$ cat config.mk
export PLATFORM = sky130hd
export DESIGN_NAME = lpm_clk_ctrl
export DESIGN_NICKNAME = d
export VERILOG_FILES = /design/src/rtl/lpm_clk_ctrl.sv
export SDC_FILE = /design/constraint.sdc
export NUM_CORES = 1
export LEC_CHECK = 0
export BUFFER_PORTS_ARGS = -buffer_cell sky130_fd_sc_hd__clkbuf_2
export CORE_AREA = 2 2 39 41
export CTS_CLUSTER_SIZE = 8
export DETAILED_ROUTE_END_ITERATION = 8
export DIE_AREA = 0 0 41 43
export HOLD_SLACK_MARGIN = 0.02
export PLACE_DENSITY = 0.54
export SYNTH_ARGS = -nofsm -noshare
export SYNTH_HDL_FRONTEND = slang
export SYNTH_SLANG_ARGS = --single-unit
$ cat constraint.sdc
create_clock -name clk -period 2.41 [get_ports clk]
set_clock_uncertainty 0.1 [all_clocks]
set_input_delay 0.723 -clock clk [delete_from_list [all_inputs] [get_ports clk]]
set_output_delay 0.723 -clock clk [all_outputs]
set_load 0.005 [all_outputs]
$ cat src/rtl/lpm_clk_ctrl.sv
module lpm_clk_ctrl #(
  parameter int NWK       = 2,
  parameter bit SCG1_EN   = 1'b1,
  parameter bit OSCOFF_EN = 1'b1
) (
  input  logic           clk,
  input  logic           rst,
  input  logic           cpu_off,
  input  logic           scg0,
  input  logic           scg1,
  input  logic           osc_off,
  input  logic           smclk_sel_lf,
  input  logic [NWK-1:0] wkup,
  input  logic           reti,
  output logic [NWK-1:0] irq_req,
  output logic           dco_en,
  output logic           mclk_en,
  output logic           smclk_en,
  output logic           aclk_en,
  output logic           smclk_src_lf
);

  logic [NWK-1:0] wk_s1, wk_s2;
  logic           ovr_q;

  always_ff @(posedge clk) begin
    if (rst) begin
      wk_s1 <= '0;
      wk_s2 <= '0;
    end else begin
      wk_s1 <= wkup;
      wk_s2 <= wk_s1;
    end
  end

  assign irq_req = wk_s2;

  always_ff @(posedge clk) begin
    if (rst) ovr_q <= 1'b0;
    else     ovr_q <= (|wk_s2) | (ovr_q & ~reti);
  end

  logic e_off, e_scg0, e_scg1, e_osc;
  assign e_off  = cpu_off & ~ovr_q;
  assign e_scg0 = scg0    & ~ovr_q;
  assign e_scg1 = scg1    & ~ovr_q & SCG1_EN;
  assign e_osc  = osc_off & ~ovr_q & OSCOFF_EN;

  logic src_lf_d, aclk_d, dco_d;
  assign src_lf_d = smclk_sel_lf | e_scg0;
  assign aclk_d   = ~e_osc;
  assign dco_d    = ~e_scg0;

  always_ff @(posedge clk) begin
    if (rst) begin
      dco_en       <= 1'b1;
      mclk_en      <= 1'b1;
      smclk_en     <= 1'b1;
      aclk_en      <= 1'b1;
      smclk_src_lf <= smclk_sel_lf;
    end else begin
      dco_en       <= dco_d;
      mclk_en      <= ~e_off;
      smclk_en     <= ~e_scg1 & (src_lf_d ? aclk_d : dco_d);
      aclk_en      <= aclk_d;
      smclk_src_lf <= src_lf_d;
    end
  end

endmodule


==> impl_results.md, run 1 <==
- VDD IR max: around 340 uV
- Initial Util: 0.203
- Hold Buf Count CTS: 0
- Synthesized area per cell: 11.7 um^2
- Final Hold Viols: 0
- Post-Syn Area: 280 um^2
- Sequential Area: 200 um^2
- Arr. time, crit path: 0.73 ns
- CTS Buf Count: 3
- LEAKAGE: 0.207 nW
- Via count: about 230
- Worst path required time: 1.59 ns
- Wire length on met1: 240 um
- Post-synthesis instance total: 24
- Sequential share of the synthesized area: 0.714
- Routed WL per cell: approximately 9.5 um
- Vias in the first global route: 234
- Residual DRC count: 0
- DR iter-0 viols: 1
- Diode count: 0
- Critical-path top delay cell: dfxtp_1
- Setup TNS: 0 ns
- Clk network pwr share: 0.423
- Tcrit/Tclk final: 0.643
- Dpl ws: 1.04 ns
- Gr usage total: 0.0896
- DR top layer: met4
- Slew HR: 0.885
- Fin util: 0.301
- Yosys top cell area share: 0.714
- Total wire length: 569 um
- Min Tclk post-route: 1.55 ns
- Sw frac: 0.204
- Hold WC Path Type: reg2reg
- Crit-path max FO: 2
- Met2 Wirelength: 211 um
- Power per cell area: 848 mW/mm^2
- Fin nets: 55
- Final setup fails: 0
- Worst-path clk slew: 0.07 ns
- Crit-path cells: clkbuf_2
- Synth area leaders: dfxtp_1 71%, and2b_1 5.4%, nor2b_1 4.5%
- Leading area contributor after synthesis: dfxtp_1
- Most common cell after layout, fill and taps aside: clkbuf_2
- Internal power: 0.282 mW
- Boundary pin count: 17
- Fill count: 146
- Area added between synthesis and finish: 48.7%
- Vias per cell: 3.88
- Post-CTS Setup Inserts: 0
- Synth Net Count: 34
- Final ANT Viol Nets: 0
- Crit Path Class: reg2out
- Critical Path Max Stage Delay: 0.34 ns
- CP top delay family: flip-flops
- Routability cong.: 0.559
- Unrepaired setup endpoints after global routing: no
- CTS max path bufs: 2
- First-pass DRT Iterations: 2
- Slew Limit Fails: 0
- Worst setup SP type: flip-flop
- Combinational power share: 0.073
- Latest clock arrival within the worst-skew pair: 0.27 ns
- Total gr overflow: 0
- Die W: between 40 and 50 um
- Root buffer cell: clkbuf_4
- Worst path bufs/invs: 1
- CTS tree: built
- H-tree Lvls: 1
- Largest net degree at the start of global routing: 7
- Cell Rows: 14
- CTS resizes: 0
- Sink Count: 10
- Die area: ~0.0018 mm^2
- Final worst slack: 0.860 ns
- Synth Warn #: 0
- Outcome: complete, no violations
- Layout cells sized above 1: 0.477
- Port Buf Inserts: 16
- Core area: 0.00138 mm^2
- First-pass GRT wire length: 924 um
- Yosys reg bits: 10
- Initial antenna violation count: 0
- Max-cap viol count: 0
- Fmax: 645 MHz
- Most frequent cells in the layout: 16 x clkbuf_2, 10 x dfxtp_1, 3 x nand2_1, 3 x clkbuf_4
- Die extent in y: between 40 and 50 um
- Sw power: 0.0720 mW
- Sequential share of power: 0.504
- Netlist cell types: 11
- Crit end category: output pin
- Met3 wire len: 110 um
- Actual slew at the worst max-slew pin: 0.172 ns
- Multi-input gate area: 80.1 um^2
-- Yosys cell counts --
cell and number:
a21o_1 1, o21a_1 1, nor2_2 1, a21oi_1 1, nand2_1 3, dfxtp_1 10
o21ai_0 1, nand2b_1 1, nor2_1 1, nor2b_1 2, and2b_1 2
-- cell families (layout without fill, tap and decap cells) --
family	Yosys count	in the layout	share of synthesized area
AOI/OAI and AO/OA	4	4	0.0893
buffers and inverters	0	20	0
DFF	10	10	0.714
and+or+nand+nor	10	10	0.196
-- path summary, 6_finish.rpt --
path	cells past startpoint	endpoint	from	slack, ns
hold / removal	1	irq_req[0]	wk_s1[0]	0.33
setup reg to reg	2	smclk_en	ovr_q	1.60
hold reg to reg	1	irq_req[0]	wk_s1[0]	0.33
setup / recovery	1	irq_req[0]	irq_req[0]	0.86
-- power groups by stage --
stage                     sequential [mW]  clock [mW]  combinational (mW)
after detailed placement            0.182           0              0.0263
after floorplan                     0.183           0             0.00841
after CTS                           0.178       0.158              0.0264
after global placement              0.182           0              0.0260
after global routing                0.179       0.165              0.0300
final                               0.178       0.149              0.0258
-- sequential cells by signal, indices dropped and copies added, names as in the netlist --
register,count
wk_s1,2
mclk_en,1
aclk_en,1
irq_req,2
ovr_q,1
smclk_src_lf,1
dco_en,1
smclk_en,1
-- per-layer routing --
layer / global-route usage / up-vias
li1: - / 118
met1: 0.0877 / 92
met2: 0.106 / 21
met3: 0.0995 / 2
met4: 0.0600 / 0
met5: 0 / -
-- through the flow --
| step | instance area (um^2) | std cells | hold WS [ns] | power [mW] |
|---|---|---|---|---|
| detailed placement | 380 | 56 | 0.333 | 0.208 |
| global placement | 380 | 56 | 0.320 | 0.208 |
| global route | 417 | 60 | 0.365 | 0.374 |
| CTS | 417 | 60 | 0.342 | 0.363 |
| finish | 417 | 60 | 0.331 | 0.353 |
| floorplan | 280 | 24 | 0.311 | 0.191 |
-- final cells by class --
class | count | area share
Tap cell | 16 | 0.0480
Timing Repair Buffer | 16 | 0.192
Sequential cell | 10 | 0.480
Clock buffer | 4 | 0.0871
Multi-Input combinational cell | 14 | 0.192
Note: power is estimated with default switching activity, not from simulation.
==> inputs of run 2 (changes only) <==
--- a/config.mk
+++ b/config.mk
@@ -5,13 +5,14 @@
 export SDC_FILE = /design/constraint.sdc
 export NUM_CORES = 1
 export LEC_CHECK = 0
+export ABC_AREA = 1
 export BUFFER_PORTS_ARGS = -buffer_cell sky130_fd_sc_hd__clkbuf_2
 export CORE_AREA = 2 2 39 41
 export CTS_CLUSTER_SIZE = 8
 export DETAILED_ROUTE_END_ITERATION = 8
 export DIE_AREA = 0 0 41 43
 export HOLD_SLACK_MARGIN = 0.02
-export PLACE_DENSITY = 0.54
+export PLACE_DENSITY = 0.58
 export SYNTH_ARGS = -nofsm -noshare
 export SYNTH_HDL_FRONTEND = slang
 export SYNTH_SLANG_ARGS = --single-unit
==> constraint.sdc (replaced) <==
create_clock -name clk -period 1.39 [get_ports clk]
set_clock_uncertainty 0.1 [all_clocks]
set_input_delay 0.417 -clock clk [delete_from_list [all_inputs] [get_ports clk]]
set_output_delay 0.417 -clock clk [all_outputs]
set_load 0.005 [all_outputs]
==> run 2 against run 1 <==
  * Cell count rose by 22%
  * Sequential power increased by 74%
  * Die area stayed put
  * Setup slack got worse by 0.70 ns
  * Combinational power rose by 97%
  * Non-clock buffer count unchanged
  * Synthesized area up 12%
  * Design area grew 4.8%
  * Routed wire length down 12%
  * Core utilization increased by 1.4 points
  * Largest power group unchanged
  * Highest routed layer is now met3
==> impl_results.md, run 2 <==
- CTS Buf Count: 3 (unchanged)
- Final Hold Viols: 0 (unchanged)
- First-pass GRT wire length: 834 um (-9.7%)
- Layout cells sized above 1: 0.386 (-0.0913)
- DR iter-0 viols: 1 (unchanged)
- Die area: 0.00176 mm^2 (unchanged)
- Outcome: complete, no violations
- Setup TNS: 0 ns (unchanged)
- Actual slew at the worst max-slew pin: 0.149 ns (-0.0233 ns)
- Worst path bufs/invs: 1 (unchanged)
- Most common cell after layout, fill and taps aside: clkbuf_2
- Vias in the first global route: 238 (+1.7%)
- Worst setup SP type: flip-flop
- Post-Syn Area: 314 um^2 (+12%)
- Worst path required time: 0.87 ns (-0.72 ns)
- Final ANT Viol Nets: 0 (unchanged)
- Dpl ws: 0.376 ns (-0.663 ns)
- LEAKAGE: 0.247 nW (+19%)
- First-pass DRT Iterations: 3 (+1)
- Die W: 41 um (unchanged)
- Routability cong.: 0.651 (+16%)
- Final Instance Area: 437 um^2 (+4.8%)
- Area added between synthesis and finish: 39.0%
- Power per cell area: 1230 mW/mm^2 (+45%)
- Total gr overflow: 0 (unchanged)
- Via count: 261 (+12%)
- Synth area leaders: dfxtp_1 64%, inv_1 12%, nand2_1 9.6%
- Vias per cell: 3.58 (-7.9%)
- Most frequent cells in the layout: 16 x clkbuf_2, 10 x inv_1, 10 x dfxtp_1, 8 x nand2_1, 6 x nor2_1
- Fmax: 813 MHz
- VDD IR max: 724 uV (+120%)
- Max-cap viol count: 0 (unchanged)
- Cell Rows: 14 (unchanged)
- Final worst slack: 0.160 ns (-0.700 ns)
- CTS resizes: 0 (unchanged)
- Yosys top cell area share: 0.637 (-0.0768)
- Critical Path Max Stage Delay: 0.34 ns (about the same)
- Fin util: 0.316 (+0.0145)
- Port Buf Inserts: 16 (unchanged)
- DP HPWL: 429 um
- Initial Util: 0.227 (+0.0244)
- Largest net degree at the start of global routing: 8 (+1)
- Root buffer cell: clkbuf_4
- Initial antenna violation count: 0 (unchanged)
- Synth Net Count: 48 (+41%)
- Hold Buf Count CTS: 0 (unchanged)
- CTS max path bufs: 2 (unchanged)
- Number of synthesized flops with an enable pin: 0 (unchanged)
- Routed WL per cell: 6.85 um (-28%)
- Leading area contributor after synthesis: dfxtp_1
- Total wire length: 500 um (-12%)
- Unrepaired setup endpoints after global routing: no
- Gr usage total: 0.0736 (-0.0160)
- Boundary pin count: 17 (unchanged)
- Slew HR: 0.901 (+0.0155)
- Final setup fails: 0 (unchanged)
- Fill count: 165 (+13%)
- Post-CTS Setup Inserts: 0 (unchanged)
- Slew Limit Fails: 0 (unchanged)
- Ys async rst share: 0 (unchanged)
- Yosys reg bits: 10 (unchanged)
- Arr. time, crit path: 0.71 ns (-0.02 ns)
- Fin nets: 69 (+25%)
- Crit-path cells: clkbuf_2
- Sink Count: 10 (unchanged)
- CTS tree: built
- Synth Warn #: 0 (unchanged)
- H-tree Lvls: 1 (unchanged)
- Min Tclk post-route: 1.23 ns
- Core area: 0.00138 mm^2 (unchanged)
- Diode count: 0 (unchanged)
- Placed instance area: 414 um^2 (+8.9%)
- Synthesized area per cell: 8.26 um^2 (-29%)
- Hold WC Path Type: in2reg
- Crit Path Class: reg2out
- Die extent in y: 43 um (unchanged)
- Worst-path clk slew: 0.06 ns (about the same)
- Latest clock arrival within the worst-skew pair: 0.25 ns (-0.02 ns)
- Crit end category: output pin
- Sequential share of the synthesized area: 0.637 (-0.0768)
- Most common library cells after synthesis: 10 x dfxtp_1, 10 x inv_1, 8 x nand2_1, 6 x nor2_1, 2 x nand2_2
- Tcrit/Tclk final: 0.885
- Residual DRC count: 0 (unchanged)
- CP top delay family: flip-flops
- Netlist cell types: 7 (-4)
- Critical-path top delay cell: dfxtp_1
- Predominant post-synthesis flop cell: dfxtp_1
- Crit-path max FO: 2 (unchanged)
- Post-synthesis instance total: 38 (+58%)
-- run 2: cell types whose count changed in the layout (fill, tap and decap cells not counted), sizes merged, moves of 2 or more --
cell,delta
nand2,+7
inv,+10
nor2b,-2
nor2,+5
and2b,-2
-- run 2: kinds of logic (layout without fill, tap and decap cells) --
family          Yosys count  in the layout  synth area share
buf+inv                  10             29             0.120
simple gates             17             17             0.227
flops                    10             10             0.637
compound gates            1              1            0.0159
-- run 2: stage by stage --
step	std cells	total power [mW]	hold slack, ns
global placement	70	0.368	0.293
floorplan	38	0.338	0.288
global route	73	0.574	0.226
finish	73	0.538	0.226
detailed placement	70	0.369	0.299
CTS	73	0.552	0.220
-- run 2: final cells by class --
class / count / area [um^2] / area share
sequential: 10 / 200 / 0.458
clock buffer: 3 / 22.5 / 0.0516
multi-input combinational: 18 / 76.3 / 0.175
tap: 16 / 20.0 / 0.0458
timing repair buffer: 16 / 80.1 / 0.183
inverter: 10 / 37.5 / 0.0860
-- run 2: worst paths after layout --
path,startpoint,end,slack (ns),depth (start not counted)
max,irq_req[0],irq_req[0],0.16,1
min,cpu_off,mclk_en,0.23,2
max reg2reg,ovr_q,dco_en,0.60,2
min reg2reg,wk_s1[0],irq_req[0],0.30,2
-- run 2: per-layer routing --
layer,routed length [um],up-vias,global-route usage
met5,0,-,0
li1,-,143,-
met3,54,0,0.0838
met2,242,11,0.122
met4,0,0,0
met1,203,107,0.0586
-- run 2: where the power goes --
group          switching [mW]  internal, mW  total (mW)  leakage, nW
registers             0.00620         0.304       0.310       0.0831
clock network          0.0779        0.0988       0.177       0.0138
logic                  0.0245        0.0263      0.0507        0.150
